[src/rtl/attr_redirect.sv]
module attr_redirect #(
  parameter int PPU_AW  = 14,
  parameter int CPU_AW  = 16,
  parameter int CPU_DW  = 8,
  parameter int BANK_W  = 2
) (
  input  logic              clk,
  input  logic              rst_n,
  input  logic [PPU_AW-1:0] ppu_addr,
  input  logic              ppu_rd_n,
  input  logic [CPU_AW-1:0] cpu_addr,
  input  logic [CPU_DW-1:0] cpu_data,
  input  logic              cpu_rw_n,
  input  logic              cpu_m2,
  output logic              ntram_oe_n,
  output logic              chrram_oe_n,
  output logic [BANK_W-1:0] chr_bank_hi
);
  localparam int WIN_HI_BITS = 3;
  localparam logic [WIN_HI_BITS-1:0] WIN_TAG = 3'b011;

  logic              vram_sel;
  logic              attr_hit;
  logic              nt_read;
  logic              attr_read;
  logic              cpu_hit;
  logic [1:0]        fine_q;
  logic [BANK_W-1:0] bank_q;

  assign vram_sel  = ppu_addr[13];
  assign attr_hit  = vram_sel & (&ppu_addr[9:6]);
  assign nt_read   = ~ppu_rd_n & vram_sel & ~attr_hit;
  assign attr_read = ~ppu_rd_n & attr_hit;

  assign ntram_oe_n  = ~(vram_sel & ~attr_hit);
  assign chrram_oe_n = ~(~vram_sel | attr_hit);

  assign cpu_hit = cpu_m2 & ~cpu_rw_n &
                   (cpu_addr[CPU_AW-1 -: WIN_HI_BITS] == WIN_TAG);

  always_ff @(posedge clk or negedge rst_n) begin
    if (!rst_n)       fine_q <= '0;
    else if (nt_read) fine_q <= {ppu_addr[5], ppu_addr[0]};
  end

  always_ff @(posedge clk or negedge rst_n) begin
    if (!rst_n)       bank_q <= '0;
    else if (cpu_hit) bank_q <= cpu_data[BANK_W-1:0];
  end

  assign chr_bank_hi = attr_read ? fine_q : bank_q;
endmodule


[config.mk]
export PLATFORM = sky130hd
export DESIGN_NAME = attr_redirect
export DESIGN_NICKNAME = d
export VERILOG_FILES = /design/src/rtl/attr_redirect.sv
export SDC_FILE = /design/constraint.sdc
export NUM_CORES = 1
export LEC_CHECK = 0
export BUFFER_PORTS_ARGS = -buffer_cell sky130_fd_sc_hd__buf_2
export CAP_MARGIN = 20
export CORE_AREA = 2 2 39 41
export DETAILED_ROUTE_END_ITERATION = 7
export DIE_AREA = 0 0 41 43
export PLACE_DENSITY = 0.71
export SYNTH_ARGS = -nofsm -noshare
export SYNTH_HDL_FRONTEND = slang
export SYNTH_SLANG_ARGS = --single-unit
[constraint.sdc]
create_clock -name clk -period 2.9 [get_ports clk]
set_input_delay 0.435 -clock clk [delete_from_list [all_inputs] [get_ports clk]]
set_output_delay 0.435 -clock clk [all_outputs]
set_load 0.02 [all_outputs]
# Yosys cells after proc, flatten, opt, wreduce, memory -nomap -nowiden
# Cells that the tools add are included.
# op_classes
n_bitwise	14
mux	1
reduce_logical	1
n_eq_ne	1
# ops
cell	count
1-bit AND	7
1-bit inverter	6
4-bit AND reduction	1
3-bit by 2-bit equality test with 1-bit output (second input constant)	1
2-bit 2-to-1 mux	1
1-bit bitwise OR	1
# totals
reg_bits	4
word_cells	19

# Logic depth before layout (Yosys ltp)
# Gate-level depths: netlist of the first run.
# depth
depth_word	5
depth_mapped	3
ltp_nobuf	3

# Worst setup path before layout of the first run
# OpenSTA, ideal clock, no wires.
# synth_path
path_kind	input to output
start	input ppu_addr[8]
end	output chr_bank_hi[0]
path_slack_ns	1.272
arrival_ns	1.193
required_ns	2.465
path_stages	3
cell_sequence	nand4_1 -> nor3b_2 -> mux2_2
# synth_between
elab_chain_len	4
# synth_lines
element	line	rtl
from (decl)	9	input logic [PPU_AW-1:0] ppu_addr,
4-bit AND reduction	31	assign attr_hit = vram_sel & (&ppu_addr[9:6]);
1-bit AND	31	
1-bit AND	33	assign attr_read = ~ppu_rd_n & attr_hit;
2-bit 2-to-1 mux	51	assign chr_bank_hi = attr_read ? fine_q : bank_q;
to (decl)	17	output logic [BANK_W-1:0] chr_bank_hi
# No other way between the ends.

# Worst setup path after layout of the first run
# Same ends and word-level chain as after synthesis.

==> flow_summary_export.csv, run 1 <==
group,metric,value,unit
clock_network,cts_sinks,4,
routing,via_per_inst,3.982,
global_routing,grt_usage,0.07273,
sta,rsz0062_at_grt,"no",
cells_and_area,diodes,0,
setup_path,regToRegSetupSlack,2.16,ns
logic_synthesis,synth_seq_cells,4,
floorplanning,core_region_area,1384,um^2
setup_path,rr_endpoint,"bank_q[1]",
cells_and_area,fin_area,370.4,um^2
global_routing,gr-usage-met2,0.1094,
logic_synthesis,yosysWarningCount,0,
setup_path,cp.depth,5,
clock_network,root_buffer,"clkbuf_4",
cells_and_area,nets,86,
routing,finalWirelength,480,um
cells_and_area,drive_above_1_share,0.7561,
floorplanning,chipWidth,41,um
routing,ant_nets,0,
sta,tightest_slew,0.2041,ns
worst_hold_path,hp-start,"cpu_data[0]",
placed_design,io_buffers,20,
power,p_leak,0.0001897,uW
placed_design,placed_area,337.8,um^2
global_routing,grt_start_max_net_pins,5,
global_routing,grt_pass1_wl,786,um
global_routing,grt.busiest_layer,"met2",
setup_path,crit_buf_inv,2,
floorplanning,die_height,43,um
global_routing,globalRouteOverflowTotal,0,
routing,drt_pass1_iterations,2,
worst_hold_path,hold_depth,2,
routing,wl_per_cell,8.421,um
logic_synthesis,synth_area_leaders,"dfrtp_1 46%, mux2_2 31%, and4bb_2 5.7%",
setup_path,endpoint_kind,"output pin",
setup_path,cp_cell_sequence,"buf_2 > nand4_1 > nor3b_2 > mux2_2 > buf_2",
sta,fin_crit_sh,0.6398,
setup_path,crit_arrival,1.42,ns
worst_hold_path,hold_path_class,"in2reg",
clock_network,numCtsBuffers,3,
sta,finalHoldViolations,0,
sta,report.final.slew_viol_count,0,
sta,fmax,539.0,MHz
setup_path,cp_data_required_time,2.47,ns
clock_network,cts_setup_buffers,0,
logic_synthesis,yosysTopAreaCellShare,0.4598,
sta,slew_headroom,0.8634,
setup_path,crit_path_top_delay_cell,"mux2_2",
setup_path,crit_path_frequent_cell,"buf_2",
clock_network,clk_pin_slew,0.04,ns
sta,fin_ws,1.045,ns
floorplanning,start_util,0.1573,
power,vdd_ir_drop_max,0.1026,mV
setup_path,worstSetupPathType,"in2out",
clock_network,ctsHtreeMaxLevel,1,
flow_run,drv_cap,0,
sta,finClkSkew,0,ns
sta,setup_violations,0,
sta,period_needed,1.855,ns
cells_and_area,fillers,158,
setup_path,r2r-start,"bank_q[1]",
sta,whs,0.4445,ns
logic_synthesis,syn_area_per_cell,12.81,um^2
sta,timing.setup.tns,0,ns
logic_synthesis,synth_cell_type_count,8,
clock_network,clock_latency,0.23,ns
floorplanning,io_pins,47,
global_routing,antenna_found_initial,0,
setup_path,ff2ff_path_depth,1,
global_routing,use_met1,0.05246,
logic_synthesis,yosysTopAreaCell,"dfrtp_1",
floorplanning,row_count,14,
logic_synthesis,syn_nets,60,
global_routing,met3_usage,0.04712,
placed_design,place_congestion,0.5065,
setup_path,cp-start-kind,"input pin",
setup_path,path_max_fanout,3,
power,p_total,188.3,uW
clock_network,cts_tree,"yes",
floorplanning,dieArea,1763,um^2
global_routing,grt_pass1_vias,248,
logic_synthesis,synth.cell_area,217.7,um^2
routing,drt_iter0_drc,1,
logic_synthesis,syn-instance-count,17,
setup_path,cpLargestDelayFamily,"simple AND/OR/NAND/NOR gates",
power,powerDensity,508.4,nW/um^2
clock_network,clock_path_buffers,2,
cells_and_area,syn2layout_area_growth,70.11,%
routing,vias,227,
outcome,status,"completed",
placed_design,place_worst_setup_slack,1.024,ns
routing,remaining_drc_errors,0,
worst_hold_path,holdPathEnd,"bank_q[0]",
setup_path,max_stage_delay,0.35,ns
logic_synthesis,yosysSeqAreaShare,0.4598,
==> power by group <==
part           switching (uW)  internal, uW  leakage [uW]
combinational            23.2          28.8      0.000128
clock                    18.8          46.0     0.0000138
sequential               4.47          67.1     0.0000480
total                    46.4           142      0.000190
==> through the flow <==
stage | utilization | instances
floorplan | - | 17
global placement | 0.2441 | 53
detailed placement | 0.2441 | 53
CTS | 0.2676 | 57
global route | 0.2676 | 57
finish | 0.2676 | 57
==> routing by layer <==
metal	share of wire	wire (um)
met1	0.26	125
met2	0.55	265
met3	0.19	89
met4	0	0
met5	0	0
==> sequential cells by signal (all words and copies together) (netlist names) <==
register,count
fine_q,2
bank_q,2
==> Yosys cell counts, drive strengths merged <==
master  instances
mux2            6
dfrtp           4
nand2           2
and4bb          1
inv             1
nand3b          1
nand4           1
nor3b           1
==> worst max path at each step <==
stage / startpoint / to / slack [ns]
after floorplan: ppu_addr[8] / chr_bank_hi[0] / 1.27
after global placement: ppu_addr[8] / chr_bank_hi[1] / 1.06
after detailed placement: ppu_addr[8] / chr_bank_hi[0] / 1.02
after CTS: ppu_addr[8] / chr_bank_hi[0] / 1.03
after global routing: ppu_addr[8] / chr_bank_hi[1] / 0.98
final: ppu_addr[8] / chr_bank_hi[0] / 1.04
==> logic make-up after synthesis <==
family | share of synthesized area
muxes | 0.3103
buffers and inverters | 0.01722
and+or+nand+nor | 0.2127
DFF | 0.4598
==> cell type report <==
cell class | count | area (um^2) | share of cell area
Multi-Input combinational cell | 12 | 113.9 | 0.3074
Tap cell | 16 | 20.02 | 0.05405
Sequential cell | 4 | 100.1 | 0.2703
Clock buffer | 3 | 22.52 | 0.06081
Inverter | 1 | 3.754 | 0.01014
Timing Repair Buffer | 21 | 110.1 | 0.2973
==> timing repair <==
item	in CTS	in global routing
hold buffers	1	0
resized for setup	0	0
hold endpoints to repair	4	0
==> cell usage in the layout (no fill, tap or decap) <==
| master | n |
|---|---|
| dlygate4sd3_1 | 1 |
| nand4_1 | 1 |
| buf_2 | 20 |
| and4bb_2 | 1 |
| clkbuf_4 | 3 |
| dfrtp_1 | 4 |
| nand2_1 | 2 |
| nand3b_1 | 1 |
| mux2_2 | 6 |
| nor3b_2 | 1 |
| inv_1 | 1 |
Note: power is estimated with default switching activity, not from simulation.
==> inputs of run 2 (changes only) <==
--- a/config.mk
+++ b/config.mk
@@ -5,12 +5,13 @@
 export SDC_FILE = /design/constraint.sdc
 export NUM_CORES = 1
 export LEC_CHECK = 0
+export ABC_AREA = 1
 export BUFFER_PORTS_ARGS = -buffer_cell sky130_fd_sc_hd__buf_2
 export CAP_MARGIN = 20
 export CORE_AREA = 2 2 39 41
 export DETAILED_ROUTE_END_ITERATION = 7
 export DIE_AREA = 0 0 41 43
-export PLACE_DENSITY = 0.71
+export PLACE_DENSITY = 0.75
 export SYNTH_ARGS = -nofsm -noshare
 export SYNTH_HDL_FRONTEND = slang
 export SYNTH_SLANG_ARGS = --single-unit
==> constraint.sdc (replaced) <==
create_clock -name clk -period 1.75 [get_ports clk]
set_input_delay 0.2625 -clock clk [delete_from_list [all_inputs] [get_ports clk]]
set_output_delay 0.2625 -clock clk [all_outputs]
set_load 0.02 [all_outputs]
==> flow_summary_export.csv, run 2 <==
group,metric,value,unit
floorplanning,die_height,43,um
setup_path,path_max_fanout,2,
floorplanning,core_region_area,1384,um^2
routing,remaining_drc_errors,0,
logic_synthesis,synthAdderAreaFrac,0,
clock_network,clk_pin_slew,0.03,ns
logic_synthesis,syn-instance-count,39,
worst_hold_path,hp-start,"cpu_data[1]",
routing,finalWirelength,583,um
cells_and_area,fin_area,415.4,um^2
floorplanning,dieArea,1763,um^2
clock_network,cts-resized-gates,0,
routing,drt_iter0_drc,7,
global_routing,globalRouteOverflowTotal,0,
logic_synthesis,ys.flop_type,"dfrtp_1",
setup_path,r2r-start,"bank_q[1]",
clock_network,root_buffer,"clkbuf_4",
worst_hold_path,hold_depth,3,
floorplanning,io_pins,47,
sta,fin_ws,0.6087,ns
routing,via_per_inst,3.949,
logic_synthesis,synthMuxAreaShare,0,
sta,finClkSkew,0,ns
setup_path,worstSetupPathType,"reg2out",
placed_design,io_buffers,20,
outcome,status,"completed",
routing,ant_nets,0,
routing,wl_per_cell,7.380,um
power,powerDensity,764.0,nW/um^2
logic_synthesis,yosysTopAreaCellShare,0.3810,
clock_network,cts_tree,"yes",
cells_and_area,syn2layout_area_growth,58.10,%
logic_synthesis,post-synth-top-count-cell,"nand2_1",
logic_synthesis,yosysSeqAreaShare,0.3810,
clock_network,cts_setup_buffers,0,
setup_path,startpoint,"fine_q[0]",
setup_path,cp_cell_sequence,"nand3_1 > nand2_1 > buf_2",
sta,tightest_slew,0.1660,ns
global_routing,antenna_found_initial,0,
setup_path,endpoint_kind,"output pin",
sta,whs,0.2665,ns
routing,vias,312,
logic_synthesis,synth_xor_xnor_area_share,0,
cells_and_area,mostFrequentLayoutCell,"buf_2",
flow_run,drv_cap,0,
clock_network,ctsHtreeMaxLevel,1,
setup_path,crit_path_top_delay_cell,"dfrtp_1",
placed_design,place_worst_setup_slack,0.6108,ns
power,vdd_ir_drop_max,0.2535,mV
clock_network,clock_latency,0.23,ns
cells_and_area,reg.largest.list,"bank_q: 2 flops, fine_q: 2 flops",
floorplanning,row_count,14,
setup_path,cp-start-kind,"flip-flop",
logic_synthesis,synth_edf_count,0,
sta,fin_crit_sh,0.6522,
clock_network,cts_sinks,4,
sta,slew_headroom,0.8889,
logic_synthesis,synth_compound_area_frac,0.01905,
sta,report.final.slew_viol_count,0,
placed_design,placed_area,382.9,um^2
logic_synthesis,synthSimpleGateAreaFrac,0.5286,
logic_synthesis,synth.cell_area,262.8,um^2
power,p_leak,0.0002496,uW
logic_synthesis,yosysWarningCount,0,
clock_network,numCtsBuffers,3,
clock_network,clock_path_buffers,2,
logic_synthesis,yosysTopAreaCell,"dfrtp_1",
setup_path,max_stage_delay,0.37,ns
logic_synthesis,syn_nets,82,
global_routing,grt_pass1_vias,259,
global_routing,grt_pass1_wl,903,um
cells_and_area,nets,108,
cells_and_area,diodes,0,
setup_path,crit_arrival,0.88,ns
sta,timing.setup.tns,0,ns
logic_synthesis,netlist_top_cells_count,"15 x nand2_1, 6 x nand3_1, 5 x inv_1, 4 x dfrtp_1",
sta,finalHoldViolations,0,
global_routing,grt_start_max_net_pins,7,
floorplanning,chipWidth,41,um
logic_synthesis,synth_seq_cells,4,
sta,setup_violations,0,
logic_synthesis,synth_cell_type_count,8,
logic_synthesis,synthArstFlopShare,1.000,
logic_synthesis,syn_area_per_cell,6.737,um^2
global_routing,grt_usage,0.08274,
logic_synthesis,synth_top_family_by_area,"simple AND/OR/NAND/NOR gates",
setup_path,ff2ff_path_depth,2,
placed_design,place_congestion,0.6046,
worst_hold_path,hold_path_class,"in2reg",
routing,drt_pass1_iterations,4,
floorplanning,start_util,0.1899,
logic_synthesis,synth_area_leaders,"dfrtp_1 38%, nand2_1 21%, nand3_1 11%",
setup_path,cp_data_required_time,1.49,ns
cells_and_area,final_cell_mix,"20 x buf_2, 15 x nand2_1, 6 x nand3_1",
sta,fmax,876.2,MHz
placed_design,place_inst,75,
sta,rsz0062_at_grt,"no",
cells_and_area,drive_above_1_share,0.4444,
sta,period_needed,1.141,ns
cells_and_area,stdcell_count,79,
run 2: changes by cell type in the layout (fill, tap and decap cells not counted), sizes merged:
cell,delta
nand2,+16
mux2,-6
nand3,+6
nor2,+5
inv,+4
and4bb,-1
nand3b,-1
nand4,-1
nor3b,-1
o21ai,+1
run 2: kinds of logic (layout without fill, tap and decap cells):
logic type | after synthesis | in the layout
AOI/OAI and AO/OA | 1 | 1
DFF | 4 | 4
buffers and inverters | 5 | 29
and+or+nand+nor | 29 | 29
run 2: layer usage:
layer  up-vias  global-route usage  wire, um
met5         -                   0         0
met4         0             0.08000        23
met3         4             0.04712        87
met2        20              0.1188       245
met1       119             0.07516       227
li1        169                   -         -
run 2: critical path, delay by kind of cell, from the launching register on:
family,cells,cell delay (ns)
AND/OR/NAND/NOR,2,0.13
flip-flops,1,0.37
buffers and inverters,1,0.15
run 2: what timing repair did:
action | in CTS | in global routing
endpoints found under the hold margin | 4 | 0
endpoints found under the setup margin | 0 | 0
hold buffers | 1 | 0
run 2: layout make-up:
cell class	instances	area, um^2
sequential	4	100.1
tap	16	20.02
timing repair buffer	21	110.1
clock buffer	3	22.52
inverter	5	18.77
fill	161	968.4
multi-input combinational	30	143.9
run 2: worst paths after layout:
kind                       slack (ns)        endpoint
max                              0.61  chr_bank_hi[0]
min                              0.27       bank_q[1]
max reg2reg                      1.15       bank_q[1]
min reg2reg                      0.47       fine_q[1]
max in group asynchronous        1.27       fine_q[0]
min in group asynchronous        0.37       bank_q[1]
run 2: stage by stage:
| step | util | power (uW) |
|---|---|---|
| floorplan | - | 167.6 |
| global placement | 0.2767 | 203.8 |
| detailed placement | 0.2767 | 207.3 |
| CTS | 0.3002 | 325.0 |
| global route | 0.3002 | 341.8 |
| finish | 0.3002 | 317.3 |
run 2: report_power, final:
group / switching, uW / total [uW] / internal (uW)
Combinational: 50.6 / 88.1 / 37.5
Clock: 34.7 / 111 / 76.5
Sequential: 9.12 / 118 / 109
